### src/rtl/codec_slot_pkg.sv
package codec_slot_pkg;
    localparam int SLOT_W   = 20;
    localparam int ADDR_W   = 3;
    localparam int IDX_W    = 7;
    localparam int CDATA_W  = 16;
    localparam int RNW_BIT  = 19;
    localparam int IDX_LSB  = 12;
    localparam int DATA_LSB = 4;
    localparam int FLAG_W   = 7;

    localparam logic [ADDR_W-1:0] A_CMD_TX  = 3'd0;
    localparam logic [ADDR_W-1:0] A_DAT_TX  = 3'd1;
    localparam logic [ADDR_W-1:0] A_CMD_RX  = 3'd2;
    localparam logic [ADDR_W-1:0] A_DAT_RX  = 3'd3;
    localparam logic [ADDR_W-1:0] A_FLAGS   = 3'd4;

    localparam int F_CMD_EMPTY = 0;
    localparam int F_DAT_EMPTY = 1;
    localparam int F_ALL_EMPTY = 2;
    localparam int F_CMD_BUSY  = 3;
    localparam int F_DAT_BUSY  = 4;
    localparam int F_CMD_VALID = 5;
    localparam int F_DAT_VALID = 6;

    typedef enum logic [1:0] {
        ST_IDLE  = 2'd0,
        ST_ISSUE = 2'd1,
        ST_AWAIT = 2'd2
    } seq_state_t;
endpackage

### src/rtl/codec_slot_seq.sv
module codec_slot_seq
    import codec_slot_pkg::*;
(
    input  logic clk,
    input  logic rst_n,
    input  logic cmd_wr,
    input  logic rnw_in,
    input  logic rsp_valid,
    output logic launch,
    output logic issue,
    output logic busy,
    output logic rd_done
);
    seq_state_t state, state_nx;
    logic       pend_rd;

    always_comb begin
        state_nx = state;
        unique case (state)
            ST_IDLE:  if (cmd_wr)    state_nx = ST_ISSUE;
            ST_ISSUE:                state_nx = ST_AWAIT;
            ST_AWAIT: if (rsp_valid) state_nx = ST_IDLE;
            default:                 state_nx = ST_IDLE;
        endcase
    end

    always_ff @(posedge clk or negedge rst_n) begin
        if (!rst_n) begin
            state   <= ST_IDLE;
            pend_rd <= 1'b0;
        end else begin
            state <= state_nx;
            if (state == ST_IDLE && cmd_wr) pend_rd <= rnw_in;
        end
    end

    always_comb begin
        launch  = (state == ST_IDLE) && cmd_wr;
        issue   = (state == ST_ISSUE);
        busy    = (state != ST_IDLE);
        rd_done = (state == ST_AWAIT) && rsp_valid && pend_rd;
    end
endmodule

### src/rtl/codec_slot_regfile.sv
module codec_slot_regfile
    import codec_slot_pkg::*;
(
    input  logic               clk,
    input  logic               rst_n,
    input  logic               bus_wr,
    input  logic               bus_rd,
    input  logic [ADDR_W-1:0]  bus_addr,
    input  logic [SLOT_W-1:0]  bus_wdata,
    input  logic               launch,
    input  logic               rd_done,
    input  logic [CDATA_W-1:0] rsp_data,
    output logic [SLOT_W-1:0]  cmd_tx,
    output logic [SLOT_W-1:0]  dat_tx,
    output logic [SLOT_W-1:0]  cmd_rx,
    output logic [SLOT_W-1:0]  dat_rx,
    output logic [FLAG_W-1:0]  flags
);
    localparam logic [SLOT_W-1:0] RNW_MASK = SLOT_W'(1) << RNW_BIT;

    logic cmd_empty, dat_empty, rx_busy, rx_valid;

    always_ff @(posedge clk or negedge rst_n) begin
        if (!rst_n) begin
            cmd_tx    <= '0;
            dat_tx    <= '0;
            cmd_rx    <= '0;
            dat_rx    <= '0;
            cmd_empty <= 1'b1;
            dat_empty <= 1'b1;
            rx_busy   <= 1'b0;
            rx_valid  <= 1'b0;
        end else begin
            if (launch) begin
                cmd_tx    <= bus_wdata;
                cmd_empty <= 1'b0;
                if (bus_wdata[RNW_BIT]) begin
                    rx_busy  <= 1'b1;
                    rx_valid <= 1'b0;
                end
            end
            if (bus_wr && bus_addr == A_DAT_TX) begin
                dat_tx    <= bus_wdata;
                dat_empty <= 1'b0;
            end
            if (bus_rd && bus_addr == A_CMD_RX) rx_valid <= 1'b0;
            if (rd_done) begin
                cmd_rx   <= cmd_tx & ~RNW_MASK;
                dat_rx   <= {rsp_data, {DATA_LSB{1'b0}}};
                rx_busy  <= 1'b0;
                rx_valid <= 1'b1;
            end
        end
    end

    always_comb begin
        flags              = '0;
        flags[F_CMD_EMPTY] = cmd_empty;
        flags[F_DAT_EMPTY] = dat_empty;
        flags[F_ALL_EMPTY] = cmd_empty && dat_empty;
        flags[F_CMD_BUSY]  = rx_busy;
        flags[F_DAT_BUSY]  = rx_busy;
        flags[F_CMD_VALID] = rx_valid;
        flags[F_DAT_VALID] = rx_valid;
    end
endmodule

### src/rtl/codec_slot_rdmux.sv
module codec_slot_rdmux
    import codec_slot_pkg::*;
(
    input  logic [ADDR_W-1:0] sel,
    input  logic [SLOT_W-1:0] cmd_tx,
    input  logic [SLOT_W-1:0] dat_tx,
    input  logic [SLOT_W-1:0] cmd_rx,
    input  logic [SLOT_W-1:0] dat_rx,
    input  logic [FLAG_W-1:0] flags,
    output logic [SLOT_W-1:0] rdata
);
    always_comb begin
        case (sel)
            A_CMD_TX: rdata = cmd_tx;
            A_DAT_TX: rdata = dat_tx;
            A_CMD_RX: rdata = cmd_rx;
            A_DAT_RX: rdata = dat_rx;
            A_FLAGS:  rdata = SLOT_W'(flags);
            default:  rdata = '0;
        endcase
    end
endmodule

### src/rtl/codec_slot_if.sv
module codec_slot_if
    import codec_slot_pkg::*;
(
    input  logic               clk,
    input  logic               rst_n,
    input  logic               bus_wr,
    input  logic               bus_rd,
    input  logic [ADDR_W-1:0]  bus_addr,
    input  logic [SLOT_W-1:0]  bus_wdata,
    output logic [SLOT_W-1:0]  bus_rdata,
    output logic               cmd_valid,
    output logic               cmd_read,
    output logic [IDX_W-1:0]   cmd_index,
    output logic [CDATA_W-1:0] cmd_wdata,
    input  logic               rsp_valid,
    input  logic [CDATA_W-1:0] rsp_data
);
    logic              cmd_wr, launch, issue, busy_w, rd_done;
    logic [SLOT_W-1:0] cmd_tx, dat_tx, cmd_rx, dat_rx;
    logic [FLAG_W-1:0] flag_w;

    assign cmd_wr = bus_wr && (bus_addr == A_CMD_TX);

    codec_slot_seq u_seq (
        .clk       (clk),
        .rst_n     (rst_n),
        .cmd_wr    (cmd_wr),
        .rnw_in    (bus_wdata[RNW_BIT]),
        .rsp_valid (rsp_valid),
        .launch    (launch),
        .issue     (issue),
        .busy      (busy_w),
        .rd_done   (rd_done)
    );

    codec_slot_regfile u_regs (
        .clk       (clk),
        .rst_n     (rst_n),
        .bus_wr    (bus_wr),
        .bus_rd    (bus_rd),
        .bus_addr  (bus_addr),
        .bus_wdata (bus_wdata),
        .launch    (launch),
        .rd_done   (rd_done),
        .rsp_data  (rsp_data),
        .cmd_tx    (cmd_tx),
        .dat_tx    (dat_tx),
        .cmd_rx    (cmd_rx),
        .dat_rx    (dat_rx),
        .flags     (flag_w)
    );

    codec_slot_rdmux u_mux (
        .sel    (bus_addr),
        .cmd_tx (cmd_tx),
        .dat_tx (dat_tx),
        .cmd_rx (cmd_rx),
        .dat_rx (dat_rx),
        .flags  (flag_w),
        .rdata  (bus_rdata)
    );

    always_comb begin
        cmd_valid = issue;
        cmd_read  = cmd_tx[RNW_BIT];
        cmd_index = cmd_tx[IDX_LSB +: IDX_W];
        cmd_wdata = dat_tx[DATA_LSB +: CDATA_W];
    end
endmodule

### config.mk
export PLATFORM = sky130hd
export DESIGN_NAME = codec_slot_if
export DESIGN_NICKNAME = d
export VERILOG_FILES = /design/src/rtl/codec_slot_pkg.sv /design/src/rtl/codec_slot_seq.sv /design/src/rtl/codec_slot_regfile.sv /design/src/rtl/codec_slot_rdmux.sv /design/src/rtl/codec_slot_if.sv
export SDC_FILE = /design/constraint.sdc
export NUM_CORES = 1
export LEC_CHECK = 0
export BUFFER_PORTS_ARGS = -buffer_cell sky130_fd_sc_hd__buf_2
export CORE_MARGIN = 5
export CORE_UTILIZATION = 57
export DETAILED_ROUTE_END_ITERATION = 10
export PLACE_DENSITY = 0.83
export SKIP_LAST_GASP = 1
export SLEW_MARGIN = 20
export SYNTH_ARGS = -nofsm -noshare
export SYNTH_HDL_FRONTEND = slang
export SYNTH_HIERARCHICAL = 1
export SYNTH_SLANG_ARGS = --single-unit
### constraint.sdc
create_clock -name clk -period 2.8 [get_ports clk]
set_input_delay 0.56 -clock clk [delete_from_list [all_inputs] [get_ports clk]]
set_output_delay 0.56 -clock clk [all_outputs]
set_load 0.01 [all_outputs]
Word-level counts from Yosys, hierarchy flattened
Index checks and enable logic that the tools add are counted.

word-level totals
  output and inout bits = 45
  logic and storage cells = 45
  bits of input ports = 44
  register bits = 82

cells by class
  reductions and logical operators = 16
  equality and inequality tests = 8
  multiplexer cells = 11

operator list
  kind                  count
  $pmux W20 S5          1
  $logic_and A1 B1 Y1   7
  $mux W1               7
  $eq A3 B2 Y1 const B  2
  $pmux W2 S3           1
  $reduce_and A2 Y1     3
  $reduce_bool A3 Y1    2
  $mux W2               2
  $reduce_bool A2 Y1    2
  $eq A3 B1 Y1 const B  1
  $eq A3 B3 Y1 const B  1
  $logic_not A3 Y1      1
  $eq A2 B1 Y1 const B  1
  $eq A2 B2 Y1 const B  1
  $logic_not A2 Y1      1
  $ne A2 B1 Y1 const B  1
  $ne A2 B2 Y1 const B  1

Logic depth before layout (Yosys ltp)
Gate-level depths: netlist (run 1).

  depth after elaboration = 6
  depth in mapped cells = 5
  mapped depth without buffers = 4

Hierarchy
Netlist (run 1), hierarchy kept.

by module, submodules not included
  module              times used  sequential area each (µm²)  area an instance (µm²)  cells each
  codec_slot_regfile  1           1979.4                      3041.7                  184
  codec_slot_rdmux    1           0.0                         747.0                   74
  codec_slot_seq      1           75.1                        152.6                   11
  codec_slot_if       1           0.0                         15.0                    1

Worst setup path after synthesis (run 1)
Ideal clock, no wire load.

  path type = input port to output port
  start point = input port bus_addr[1]
  end point = output port bus_rdata[0]
  cell stages on the path = 5
  path slack = 0.847 ns
  required time = 2.240 ns
  data arrival time = 1.393 ns
  path buffers = 2
  cells stage by stage = buf_4 -> clkbuf_1 -> nor3b_1 -> a21oi_2 -> o22ai_1

between the ends
  cells in the longest elaborated chain, start to end = 2
  elaborated cells between the ends (all ways) = 6
  those cells by class = eq/ne: 4; mux: 1; reduce/logical: 1

ends and longest elaborated chain
  what                                  RTL line                RTL
  start: declaration                    codec_slot_if.sv:8      input logic [ADDR_W-1:0] bus_addr,
  $eq A3 B3 Y1 (tied with other cells)  codec_slot_rdmux.sv:13  case (sel)
  $pmux W20 S5 (*)                      codec_slot_rdmux.sv:13
  end: declaration                      codec_slot_if.sv:10     output logic [SLOT_W-1:0] bus_rdata,

Mark *: on every way between the ends. The rest lies on a longest branch, timed or not.

Final worst setup path (run 1)
  start point = input port bus_addr[0]
  end point = output port bus_rdata[3]

Same word-level chain as after synthesis.

==> report_table.html, run 1 <==
<table>
<tr><th>Metric</th><th>Value</th></tr>
<tr><th colspan="2">STA</th></tr>
<tr><td>Fmax</td><td>404 MHz</td></tr>
<tr><td>Unrepaired setup endpoints after global routing</td><td>false</td></tr>
<tr><td>Skew final</td><td>0.0123 ns</td></tr>
<tr><td>Worst path setup slack after routing</td><td>0.324 ns</td></tr>
<tr><td>Fin Hold WS</td><td>0.164 ns</td></tr>
<tr><td>Max-slew violation count</td><td>0</td></tr>
<tr><td>Portion of the clock cycle consumed by the worst path in the final layout</td><td>0.884</td></tr>
<tr><td>Hold violation count in the final report</td><td>0</td></tr>
<tr><td>Sum of negative setup slack</td><td>0 ns</td></tr>
<tr><td>Worst max-slew margin expressed relative to the limit</td><td>0.460</td></tr>
<tr><td>Actual transition at the worst max-transition pin</td><td>0.809 ns</td></tr>
<tr><td>Setup violators final</td><td>0</td></tr>
<tr><td>Tmin final</td><td>2.48 ns</td></tr>
<tr><th colspan="2">Pwr</th></tr>
<tr><td>Power density over the cells</td><td>755 nW/um^2</td></tr>
<tr><td>Switching power as a share of total power</td><td>0.277</td></tr>
<tr><td>Internal power</td><td>2.50 mW</td></tr>
<tr><td>Total power</td><td>3.46 mW</td></tr>
<tr><td>Switching power of the nets</td><td>0.959 mW</td></tr>
<tr><td>Comb pwr share</td><td>0.255</td></tr>
<tr><td>Portion of total power attributed to sequential cells</td><td>0.500</td></tr>
<tr><td>Clock power frac</td><td>0.245</td></tr>
<tr><td>Leakage power of the design</td><td>2.13 nW</td></tr>
<tr><td>Max rail drop VDD</td><td>398 uV</td></tr>
<tr><th colspan="2">Route</th></tr>
<tr><td>DR vias/cell</td><td>5.85</td></tr>
<tr><td>Final WL</td><td>8.19 mm</td></tr>
<tr><td>Residual antenna-violating net count after detailed routing</td><td>0</td></tr>
<tr><td>Average detailed-routed wire length per instance</td><td>18.9 um</td></tr>
<tr><td>Violation count after the first detailed-routing iteration</td><td>90</td></tr>
<tr><td>Via count</td><td>2,535</td></tr>
<tr><td>Detailed-router iteration count before antenna repair</td><td>4</td></tr>
<tr><td>Drt drc</td><td>0</td></tr>
<tr><th colspan="2">Clock network</th></tr>
<tr><td>Max clock buf depth</td><td>2</td></tr>
<tr><td>Clock tree sinks</td><td>82</td></tr>
<tr><td>Setup fix buffers added after clock tree synthesis</td><td>0</td></tr>
<tr><td>Maximum level of the CTS H-tree</td><td>3</td></tr>
<tr><td>Total CTS buffers</td><td>9</td></tr>
<tr><td>CTS tree</td><td>done</td></tr>
<tr><td>CTS hold repair buffers</td><td>0</td></tr>
<tr><td>Clock tree root buffer cell</td><td>sky130_fd_sc_hd__clkbuf_8</td></tr>
<tr><td>Count of cells resized by post-cts repair</td><td>0</td></tr>
<tr><td>Register clock-pin slew on the reported worst setup and hold paths</td><td>0.08 ns</td></tr>
<tr><td>Clock latency at the later pin of the worst-skew pair</td><td>0.34 ns</td></tr>
<tr><th colspan="2">Floorplanning</th></tr>
<tr><td>Overall die height</td><td>93.2 um</td></tr>
<tr><td>Area of the die</td><td>8690 sq um</td></tr>
<tr><td>Effective utilization at floorplan</td><td>0.585</td></tr>
<tr><td>DIE WIDTH</td><td>93.2 um</td></tr>
<tr><td>Row count</td><td>30</td></tr>
<tr><td>Number of top-level design ports</td><td>89</td></tr>
<tr><td>CORE AREA</td><td>6760 sq um</td></tr>
<tr><th colspan="2">Setup path</th></tr>
<tr><td>Critical path start-end classification</td><td>in2out</td></tr>
<tr><td>Maximum fanout encountered on the critical timing path</td><td>9</td></tr>
<tr><td>Data required time of the critical path</td><td>2.24 ns</td></tr>
<tr><td>CP Capture Type</td><td>primary output</td></tr>
<tr><td>Worst Reg-to-Reg Cells</td><td>3</td></tr>
<tr><td>Critical path startpoint category</td><td>input port</td></tr>
<tr><td>Data arrival time of the critical path</td><td>1.92 ns</td></tr>
<tr><th colspan="2">Global routing</th></tr>
<tr><td>Total routing resource utilization after global routing</td><td>0.202</td></tr>
<tr><td>Largest net degree at the start of global routing</td><td>46</td></tr>
<tr><td>Remaining global-route overflow</td><td>0</td></tr>
<tr><td>Number of antenna violations at the first check in global routing</td><td>0</td></tr>
<tr><td>Wire length of the first global-routing pass</td><td>13.7 mm</td></tr>
<tr><td>Vias in the first global route</td><td>2,704</td></tr>
<tr><th colspan="2">Place</th></tr>
<tr><td>Post-Place Cells</td><td>417</td></tr>
<tr><td>Gpl congestion</td><td>0.772</td></tr>
<tr><td>Final HPWL DP</td><td>5.55 mm</td></tr>
<tr><td>Number of buffer cells added on primary ports</td><td>88</td></tr>
<tr><td>Pre-CTS setup slack</td><td>0.358 ns</td></tr>
<tr><th colspan="2">Flow run</th></tr>
<tr><td>Maxcap violations</td><td>0</td></tr>
<tr><th colspan="2">Run status</th></tr>
<tr><td>Status</td><td>complete, no violations</td></tr>
<tr><th colspan="2">Layout</th></tr>
<tr><td>Top library cells by usage in the layout, fill and taps aside</td><td>sky130_fd_sc_hd__buf_2, sky130_fd_sc_hd__dfrtp_1, sky130_fd_sc_hd__mux2_2, sky130_fd_sc_hd__nor2b_1, sky130_fd_sc_hd__mux4_2</td></tr>
<tr><td>Count of filler cells inserted in the layout</td><td>505</td></tr>
<tr><td>ANT cells</td><td>0</td></tr>
<tr><td>Most common cell after layout, fill and taps aside</td><td>sky130_fd_sc_hd__buf_2</td></tr>
<tr><td>Area added between synthesis and finish</td><td>16.0%</td></tr>
<tr><td>Final Non-Filler Cells</td><td>433</td></tr>
<tr><td>Nets@finish</td><td>392</td></tr>
<tr><td>Share of cells above drive strength 1</td><td>0.606</td></tr>
<tr><th colspan="2">Yosys</th></tr>
<tr><td>Mean Syn Cell Area</td><td>14.7 sq um</td></tr>
<tr><td>Summed instance area of the synthesized netlist</td><td>3950 sq um</td></tr>
<tr><td>Synth Warn #</td><td>6</td></tr>
<tr><td>Count of mapped cells out of synthesis</td><td>269</td></tr>
<tr><th colspan="2">Worst hold path</th></tr>
<tr><td>Worst min-delay path class</td><td>in2async</td></tr>
</table>
-- registers in the layout (all words and copies together), names as in the netlist --
signal            cells
u_regs/cmd_empty      1
u_regs/cmd_rx        19
u_regs/cmd_tx        20
u_regs/dat_empty      1
u_regs/dat_rx        16
u_regs/dat_tx        20
u_regs/rx_busy        1
u_regs/rx_valid       1
u_seq/pend_rd         1
u_seq/state           2
-- final timing paths --
| path | from | endpoint | slack [ns] |
|---|---|---|---|
| setup reg to reg | u_seq/state[0]$_DFFE_PN0P_ | u_regs/cmd_rx[17]$_DFFE_PN0P_ | 0.90 |
| hold / removal | rst_n | u_regs/dat_tx[7]$_DFFE_PN0P_ | 0.16 |
| max in group asynchronous | rst_n | u_regs/dat_rx[15]$_DFFE_PN0P_ | 2.00 |
| setup / recovery | bus_addr[0] | bus_rdata[3] | 0.32 |
| min in group clk | rsp_data[4] | u_regs/dat_rx[8]$_DFFE_PN0P_ | 0.44 |
| hold reg to reg | u_regs/cmd_empty$_DFFE_PN1P_ | u_regs/cmd_empty$_DFFE_PN1P_ | 0.49 |
-- worst max-delay path, stage by stage --
cell and delay (ns):
sky130_fd_sc_hd__buf_2 0.25, sky130_fd_sc_hd__nor2b_1 0.51, sky130_fd_sc_hd__a22oi_1 0.18, sky130_fd_sc_hd__o22ai_1 0.24
sky130_fd_sc_hd__buf_2 0.18
-- power groups by stage --
stage | combinational (mW) | clock (mW) | sequential [mW]
finish | 0.883 | 0.849 | 1.73
global route | 0.960 | 0.931 | 1.78
CTS | 0.893 | 0.867 | 1.73
detailed placement | 0.889 | 0 | 1.75
global placement | 0.857 | 0 | 1.73
floorplan | 0.619 | 0 | 1.72
-- metal layers --
layer,vias to the layer above,wire (um),global-route usage
met5,-,0,0
met4,0,151,0.0733
met1,1308,3620,0.286
met2,78,3930,0.310
met3,13,492,0.0410
li1,1136,-,-
-- final cells by class --
class / count / area [sq um] / area share
Tap cell: 80 / 100 / 0.0218
Multi-Input combinational cell: 160 / 1690 / 0.369
Clock inverter: 4 / 51.3 / 0.0112
Sequential cell: 82 / 2050 / 0.448
Inverter: 1 / 3.75 / 0.000819
Clock buffer: 12 / 145 / 0.0317
Timing Repair Buffer: 94 / 538 / 0.117
-- metrics by stage --
step | area, sq um | util
6_report | 4580 | 0.678
5_1_grt | 4580 | 0.678
4_1_cts | 4580 | 0.678
3_5_place_dp | 4390 | 0.649
3_3_place_gp | 4390 | 0.649
2_1_floorplan | 3970 | -
No activity file was read; power rests on OpenSTA's default activity.
==> run 2: changes to the inputs <==
--- a/config.mk
+++ b/config.mk
@@ -8,6 +8,7 @@
 export BUFFER_PORTS_ARGS = -buffer_cell sky130_fd_sc_hd__buf_2
 export CORE_MARGIN = 5
 export CORE_UTILIZATION = 57
+export CTS_BUF_LIST = sky130_fd_sc_hd__clkbuf_4
 export DETAILED_ROUTE_END_ITERATION = 10
 export PLACE_DENSITY = 0.83
 export SKIP_LAST_GASP = 1
==> run 2 against run 1 <==
Routed wire length shrank 0.17%. Power shrank 4.9%. Worst hold slack lost 0.089 ns. Sequential power is essentially flat. Via count shrank 1.6%. Combinational power is essentially flat. Sequential share of layout area grew 0.58 points. Die area is the same. Critical endpoint unchanged. Largest power group unchanged. Highest routed layer unchanged.
==> report_table.html, run 2 (synthesis gave the netlist of run 1 again) <==
<table>
<tr><th>Metric</th><th>Value</th></tr>
<tr><th colspan="2">Run status</th></tr>
<tr><td>Status</td><td>complete, no violations</td></tr>
<tr><th colspan="2">Pwr</th></tr>
<tr><td>Leakage power of the design</td><td>2.11 nW</td></tr>
<tr><td>Power density over the cells</td><td>728 nW/um^2</td></tr>
<tr><td>Max rail drop VDD</td><td>436 uV</td></tr>
<tr><th colspan="2">Clock network</th></tr>
<tr><td>Clock tree root buffer cell</td><td>sky130_fd_sc_hd__clkbuf_4</td></tr>
<tr><td>Register clock-pin slew on the reported worst setup and hold paths</td><td>0.13 ns</td></tr>
<tr><td>CTS hold repair buffers</td><td>0</td></tr>
<tr><td>CTS tree</td><td>done</td></tr>
<tr><td>Total CTS buffers</td><td>9</td></tr>
<tr><td>Clock tree sinks</td><td>82</td></tr>
<tr><td>Count of cells resized by post-cts repair</td><td>0</td></tr>
<tr><td>Max clock buf depth</td><td>2</td></tr>
<tr><td>Setup fix buffers added after clock tree synthesis</td><td>0</td></tr>
<tr><td>Maximum level of the CTS H-tree</td><td>3</td></tr>
<tr><td>Clock latency at the later pin of the worst-skew pair</td><td>0.42 ns</td></tr>
<tr><th colspan="2">Setup path</th></tr>
<tr><td>Crit path top cell by count</td><td>sky130_fd_sc_hd__buf_2</td></tr>
<tr><td>Maximum single-stage delay on the critical path</td><td>0.49 ns</td></tr>
<tr><td>Data required time of the critical path</td><td>2.24 ns</td></tr>
<tr><td>Cell breakdown of the critical path</td><td>buf_2 &gt; nor2b_1 &gt; a22oi_1 &gt; o22ai_1 &gt; buf_2</td></tr>
<tr><td>CP Capture Type</td><td>primary output</td></tr>
<tr><td>Critical path start-end classification</td><td>in2out</td></tr>
<tr><td>Worst path depth</td><td>5</td></tr>
<tr><td>Data arrival time of the critical path</td><td>1.91 ns</td></tr>
<tr><td>Worst Reg-to-Reg Cells</td><td>3</td></tr>
<tr><td>Cell with the largest stage delay on the worst path</td><td>sky130_fd_sc_hd__nor2b_1</td></tr>
<tr><td>Delay-heaviest family, CP</td><td>simple AND/OR/NAND/NOR gates</td></tr>
<tr><td>Maximum fanout encountered on the critical timing path</td><td>16</td></tr>
<tr><td>CP bufs+invs</td><td>2</td></tr>
<tr><td>Critical path startpoint category</td><td>input port</td></tr>
<tr><th colspan="2">Flow run</th></tr>
<tr><td>Maxcap violations</td><td>0</td></tr>
<tr><th colspan="2">Worst hold path</th></tr>
<tr><td>Worst min-delay path class</td><td>in2async</td></tr>
<tr><th colspan="2">Floorplanning</th></tr>
<tr><td>Row count</td><td>30</td></tr>
<tr><td>Effective utilization at floorplan</td><td>0.585</td></tr>
<tr><td>Overall die height</td><td>93.2 um</td></tr>
<tr><td>Number of top-level design ports</td><td>89</td></tr>
<tr><td>DIE WIDTH</td><td>93.2 um</td></tr>
<tr><td>Area of the die</td><td>8690 sq um</td></tr>
<tr><td>CORE AREA</td><td>6760 sq um</td></tr>
<tr><th colspan="2">STA</th></tr>
<tr><td>Worst path setup slack after routing</td><td>0.332 ns</td></tr>
<tr><td>Tmin final</td><td>2.47 ns</td></tr>
<tr><td>Skew final</td><td>0.0200 ns</td></tr>
<tr><td>Setup violators final</td><td>0</td></tr>
<tr><td>Sum of negative setup slack</td><td>0 ns</td></tr>
<tr><td>Fmax</td><td>405 MHz</td></tr>
<tr><td>Unrepaired setup endpoints after global routing</td><td>false</td></tr>
<tr><td>Max-slew violation count</td><td>0</td></tr>
<tr><td>Actual transition at the worst max-transition pin</td><td>0.800 ns</td></tr>
<tr><td>Portion of the clock cycle consumed by the worst path in the final layout</td><td>0.881</td></tr>
<tr><td>Hold violation count in the final report</td><td>0</td></tr>
<tr><td>Worst max-slew margin expressed relative to the limit</td><td>0.467</td></tr>
<tr><th colspan="2">Layout</th></tr>
<tr><td>Share of cells above drive strength 1</td><td>0.609</td></tr>
<tr><td>Total area of multi-input combinational cells</td><td>1690 sq um</td></tr>
<tr><td>Registers with the most flip-flops</td><td>u_regs/cmd_tx (20), u_regs/dat_tx (20), u_regs/cmd_rx (19)</td></tr>
<tr><td>ANT cells</td><td>0</td></tr>
<tr><td>Total area of sequential cells</td><td>2050 sq um</td></tr>
<tr><td>Area added between synthesis and finish</td><td>14.5%</td></tr>
<tr><td>Nets@finish</td><td>392</td></tr>
<tr><td>Top library cells by usage in the layout, fill and taps aside</td><td>sky130_fd_sc_hd__buf_2, sky130_fd_sc_hd__dfrtp_1, sky130_fd_sc_hd__mux2_2, sky130_fd_sc_hd__nor2b_1, sky130_fd_sc_hd__mux4_2</td></tr>
<tr><td>Count of filler cells inserted in the layout</td><td>513</td></tr>
<tr><td>Most common cell after layout, fill and taps aside</td><td>sky130_fd_sc_hd__buf_2</td></tr>
<tr><th colspan="2">Global routing</th></tr>
<tr><td>Vias in the first global route</td><td>2,708</td></tr>
<tr><td>Wire length of the first global-routing pass</td><td>13.8 mm</td></tr>
<tr><td>Total routing resource utilization after global routing</td><td>0.203</td></tr>
<tr><td>Largest net degree at the start of global routing</td><td>46</td></tr>
<tr><td>Number of antenna violations at the first check in global routing</td><td>0</td></tr>
<tr><td>Remaining global-route overflow</td><td>0</td></tr>
<tr><th colspan="2">Route</th></tr>
<tr><td>Final WL</td><td>8.18 mm</td></tr>
<tr><td>Violation count after the first detailed-routing iteration</td><td>120</td></tr>
<tr><td>DR vias/cell</td><td>5.76</td></tr>
<tr><td>Average detailed-routed wire length per instance</td><td>18.9 um</td></tr>
<tr><td>Residual antenna-violating net count after detailed routing</td><td>0</td></tr>
<tr><td>Drt drc</td><td>0</td></tr>
<tr><td>Detailed-router iteration count before antenna repair</td><td>4</td></tr>
<tr><td>Via count</td><td>2,494</td></tr>
<tr><th colspan="2">Place</th></tr>
<tr><td>Number of buffer cells added on primary ports</td><td>88</td></tr>
<tr><td>Final HPWL DP</td><td>5.55 mm</td></tr>
<tr><td>Pre-CTS setup slack</td><td>0.358 ns</td></tr>
<tr><td>Gpl congestion</td><td>0.772</td></tr>
</table>
==> run 2: cell types whose count changed in the layout (fill, tap and decap cells not counted) <==
| cell | change |
|---|---|
| sky130_fd_sc_hd__clkbuf_8 | -10 |
| sky130_fd_sc_hd__clkbuf_1 | -2 |
| sky130_fd_sc_hd__clkinv_1 | +1 |
| sky130_fd_sc_hd__clkbuf_4 | +11 |
==> run 2: layer usage <==
metal / track usage / part of all wire
met5: 0 / 0
met4: 0.0745 / 0.014
met3: 0.0459 / 0.067
met2: 0.315 / 0.48
met1: 0.281 / 0.44
==> run 2: layout make-up <==
class,instances,area share
clock inverters,5,0.0122
clock buffers,11,0.0183
repair buffers,94,0.119
multi-input cells,160,0.374
inverters,1,0.000830
flip-flops and latches,82,0.454
well taps,80,0.0221
==> run 2: through the flow <==
step / utilization / hold WS [ns] / power (mW) / instance area, sq um / cells
floorplan: - / 0.264 / 2.34 / 3970 / 273
global placement: 0.649 / 0.477 / 2.59 / 4390 / 417
detailed placement: 0.649 / 0.479 / 2.64 / 4390 / 417
CTS: 0.670 / 0.0754 / 3.33 / 4520 / 433
global route: 0.670 / 0.0835 / 3.50 / 4520 / 433
finish: 0.670 / 0.0750 / 3.29 / 4520 / 433
==> run 2: report_power, final <==
part | internal, mW | switching, mW | total [mW]
clock network | 0.290 | 0.393 | 0.683
registers | 1.52 | 0.213 | 1.73
logic | 0.548 | 0.334 | 0.882
==> run 2: worst paths after layout <==
check | start | endpoint | slack (ns)
setup / recovery | bus_addr[2] | bus_rdata[3] | 0.33
hold / removal | rst_n | u_regs/dat_tx[7]$_DFFE_PN0P_ | 0.07
setup reg to reg | u_seq/state[0]$_DFFE_PN0P_ | u_regs/cmd_rx[14]$_DFFE_PN0P_ | 0.89
hold reg to reg | u_regs/cmd_empty$_DFFE_PN1P_ | u_regs/cmd_empty$_DFFE_PN1P_ | 0.50
max in group asynchronous | rst_n | u_regs/cmd_tx[8]$_DFFE_PN0P_ | 2.09
min in group clk | rsp_data[4] | u_regs/dat_rx[8]$_DFFE_PN0P_ | 0.36
==> run 2: worst reg2reg max path, stage by stage, from the launching register on <==
cell and delay (ns):
sky130_fd_sc_hd__dfrtp_1 0.47, sky130_fd_sc_hd__and4b_2 0.74, sky130_fd_sc_hd__buf_12 0.24, sky130_fd_sc_hd__mux2_2 0.35
==> run 3: changes to the inputs <==
--- a/config.mk
+++ b/config.mk
@@ -7,11 +7,10 @@
 export LEC_CHECK = 0
 export BUFFER_PORTS_ARGS = -buffer_cell sky130_fd_sc_hd__buf_2
 export CORE_MARGIN = 5
-export CORE_UTILIZATION = 57
+export CORE_UTILIZATION = 60
 export CTS_BUF_LIST = sky130_fd_sc_hd__clkbuf_4
 export DETAILED_ROUTE_END_ITERATION = 10
-export PLACE_DENSITY = 0.83
-export SKIP_LAST_GASP = 1
+export PLACE_DENSITY = 0.87
 export SLEW_MARGIN = 20
 export SYNTH_ARGS = -nofsm -noshare
 export SYNTH_HDL_FRONTEND = slang
==> run 3 against run 2 <==
Die area decreased by 4.5%. Routed wire length is 1.1% higher. Critical path depth down 1. Highest routed layer unchanged.
==> report_table.html, run 3 (synthesis gave the netlist of run 1 again) <==
<table>
<tr><th>Metric</th><th>Value</th></tr>
<tr><th colspan="2">STA</th></tr>
<tr><td>Setup violators final</td><td>0</td></tr>
<tr><td>Fmax</td><td>409 MHz</td></tr>
<tr><td>Portion of the clock cycle consumed by the worst path in the final layout</td><td>0.873</td></tr>
<tr><td>Tmin final</td><td>2.44 ns</td></tr>
<tr><td>Unrepaired setup endpoints after global routing</td><td>false</td></tr>
<tr><td>Max-slew violation count</td><td>0</td></tr>
<tr><td>Actual transition at the worst max-transition pin</td><td>0.791 ns</td></tr>
<tr><td>Sum of negative setup slack</td><td>0 ns</td></tr>
<tr><td>Skew final</td><td>0.0223 ns</td></tr>
<tr><td>Worst max-slew margin expressed relative to the limit</td><td>0.472</td></tr>
<tr><td>Hold violation count in the final report</td><td>0</td></tr>
<tr><th colspan="2">Clock network</th></tr>
<tr><td>Setup fix buffers added after clock tree synthesis</td><td>0</td></tr>
<tr><td>Max clock buf depth</td><td>2</td></tr>
<tr><td>Maximum level of the CTS H-tree</td><td>3</td></tr>
<tr><td>Clock tree sinks</td><td>82</td></tr>
<tr><td>Clock tree root buffer cell</td><td>sky130_fd_sc_hd__clkbuf_4</td></tr>
<tr><td>Clock latency at the later pin of the worst-skew pair</td><td>0.41 ns</td></tr>
<tr><td>Total CTS buffers</td><td>9</td></tr>
<tr><td>Count of cells resized by post-cts repair</td><td>0</td></tr>
<tr><td>Register clock-pin slew on the reported worst setup and hold paths</td><td>0.14 ns</td></tr>
<tr><td>CTS tree</td><td>done</td></tr>
<tr><td>CTS hold repair buffers</td><td>0</td></tr>
<tr><th colspan="2">Setup path</th></tr>
<tr><td>CP bufs+invs</td><td>2</td></tr>
<tr><td>CP Capture Type</td><td>primary output</td></tr>
<tr><td>Data arrival time of the critical path</td><td>1.88 ns</td></tr>
<tr><td>Critical path startpoint category</td><td>input port</td></tr>
<tr><td>Slack of the worst reg-to-reg path</td><td>0.88 ns</td></tr>
<tr><td>Maximum single-stage delay on the critical path</td><td>0.60 ns</td></tr>
<tr><td>Maximum fanout encountered on the critical timing path</td><td>37</td></tr>
<tr><td>Cell with the largest stage delay on the worst path</td><td>sky130_fd_sc_hd__buf_2</td></tr>
<tr><td>Cell breakdown of the critical path</td><td>buf_2 &gt; mux4_2 &gt; nor2b_1 &gt; buf_2</td></tr>
<tr><td>Critical path start-end classification</td><td>in2out</td></tr>
<tr><td>Crit path top cell by count</td><td>sky130_fd_sc_hd__buf_2</td></tr>
<tr><td>Data required time of the critical path</td><td>2.24 ns</td></tr>
<tr><td>Delay-heaviest family, CP</td><td>buffers and inverters</td></tr>
<tr><th colspan="2">Route</th></tr>
<tr><td>Residual antenna-violating net count after detailed routing</td><td>0</td></tr>
<tr><td>Via count</td><td>2,484</td></tr>
<tr><td>Detailed-router iteration count before antenna repair</td><td>4</td></tr>
<tr><td>Violation count after the first detailed-routing iteration</td><td>116</td></tr>
<tr><td>Drt drc</td><td>0</td></tr>
<tr><td>Final WL</td><td>8.27 mm</td></tr>
<tr><td>DR vias/cell</td><td>5.76</td></tr>
<tr><td>Average detailed-routed wire length per instance</td><td>19.2 um</td></tr>
<tr><th colspan="2">Floorplanning</th></tr>
<tr><td>Area of the die</td><td>8310 sq um</td></tr>
<tr><td>Overall die height</td><td>91.1 um</td></tr>
<tr><td>Number of top-level design ports</td><td>89</td></tr>
<tr><td>DIE WIDTH</td><td>91.1 um</td></tr>
<tr><td>CORE AREA</td><td>6390 sq um</td></tr>
<tr><td>Row count</td><td>29</td></tr>
<tr><td>Effective utilization at floorplan</td><td>0.619</td></tr>
<tr><th colspan="2">Flow run</th></tr>
<tr><td>Maxcap violations</td><td>0</td></tr>
<tr><th colspan="2">Global routing</th></tr>
<tr><td>Largest net degree at the start of global routing</td><td>43</td></tr>
<tr><td>Total routing resource utilization after global routing</td><td>0.209</td></tr>
<tr><td>Number of antenna violations at the first check in global routing</td><td>0</td></tr>
<tr><td>Remaining global-route overflow</td><td>0</td></tr>
<tr><td>Vias in the first global route</td><td>2,779</td></tr>
<tr><td>Wire length of the first global-routing pass</td><td>13.9 mm</td></tr>
<tr><th colspan="2">Pwr</th></tr>
<tr><td>Total power</td><td>3.28 mW</td></tr>
<tr><td>Leakage power of the design</td><td>2.10 nW</td></tr>
<tr><td>Max rail drop VDD</td><td>577 uV</td></tr>
<tr><td>Power density over the cells</td><td>726 nW/um^2</td></tr>
<tr><th colspan="2">Layout</th></tr>
<tr><td>Nets@finish</td><td>393</td></tr>
<tr><td>Share of cells above drive strength 1</td><td>0.607</td></tr>
<tr><td>Top library cells by usage in the layout, fill and taps aside</td><td>sky130_fd_sc_hd__buf_2, sky130_fd_sc_hd__dfrtp_1, sky130_fd_sc_hd__mux2_2, sky130_fd_sc_hd__nor2b_1, sky130_fd_sc_hd__mux4_2</td></tr>
<tr><td>ANT cells</td><td>0</td></tr>
<tr><td>Registers with the most flip-flops</td><td>u_regs/cmd_tx (20), u_regs/dat_tx (20), u_regs/cmd_rx (19)</td></tr>
<tr><td>Most common cell after layout, fill and taps aside</td><td>sky130_fd_sc_hd__buf_2</td></tr>
<tr><td>Area added between synthesis and finish</td><td>14.2%</td></tr>
<tr><th colspan="2">Place</th></tr>
<tr><td>Number of buffer cells added on primary ports</td><td>88</td></tr>
<tr><td>Gpl congestion</td><td>0.755</td></tr>
<tr><td>Final HPWL DP</td><td>5.69 mm</td></tr>
<tr><th colspan="2">Run status</th></tr>
<tr><td>Status</td><td>complete, no violations</td></tr>
<tr><th colspan="2">Worst hold path</th></tr>
<tr><td>Worst min-delay path class</td><td>in2async</td></tr>
</table>
-- run 3: cell count changes in the layout (fill, tap and decap cells not counted), sizes merged --
cell | previous run | this run
buf | 94 | 95
clkbuf | 11 | 10
clkinvlp | 1 | 2
-- run 3: final timing paths --
kind,endpoint,startpoint,cells after the start
min in group clk,u_regs/dat_rx[8]$_DFFE_PN0P_,rsp_data[4],2
worst min register to register,u_regs/cmd_empty$_DFFE_PN1P_,u_regs/cmd_empty$_DFFE_PN1P_,1
worst max register to register,u_regs/dat_rx[19]$_DFFE_PN0P_,u_seq/state[0]$_DFFE_PN0P_,3
worst min-delay path,u_regs/dat_tx[7]$_DFFE_PN0P_,rst_n,1
max in group asynchronous,u_regs/dat_empty$_DFFE_PN1P_,rst_n,2
worst max-delay path,bus_rdata[17],bus_addr[1],4
-- run 3: through the flow --
step / cell area, sq um / hold WS, ns / setup WS, ns / utilization / instances
floorplan: 3970 / 0.264 / 0.847 / - / 273
CTS: 4510 / 0.104 / 0.364 / 0.706 / 431
finish: 4510 / 0.107 / 0.356 / 0.706 / 431
detailed placement: 4380 / 0.486 / 0.370 / 0.686 / 415
global route: 4510 / 0.117 / 0.293 / 0.706 / 431
global placement: 4380 / 0.480 / 0.394 / 0.686 / 415
-- run 3: layout make-up --
class,count,area (sq um)
clock buffer,10,75.1
clock inverter,6,57.6
fill,447,1880
inverter,1,3.75
multi-input combinational,160,1690
sequential,82,2050
tap,77,96.3
timing repair buffer,95,533
-- run 3: metal layers --
metal	track usage	wire length, um	vias to the layer above
met5	0	0	-
met4	0.0758	111	0
met3	0.0570	544	11
met2	0.331	4030	74
met1	0.279	3580	1268
li1	-	-	1131
-- run 3: where the power goes --
group	leakage (nW)	total, mW	internal (mW)	switching [mW]
Clock	0.0675	0.668	0.275	0.392
Sequential	1.02	1.72	1.52	0.209
Combinational	1.01	0.884	0.547	0.336
-- run 3: worst reg2reg max path: stages, from the launching register on --
cell and delay (ns):
sky130_fd_sc_hd__dfrtp_1 0.46, sky130_fd_sc_hd__and4b_2 0.75, sky130_fd_sc_hd__buf_12 0.25, sky130_fd_sc_hd__mux2_2 0.34
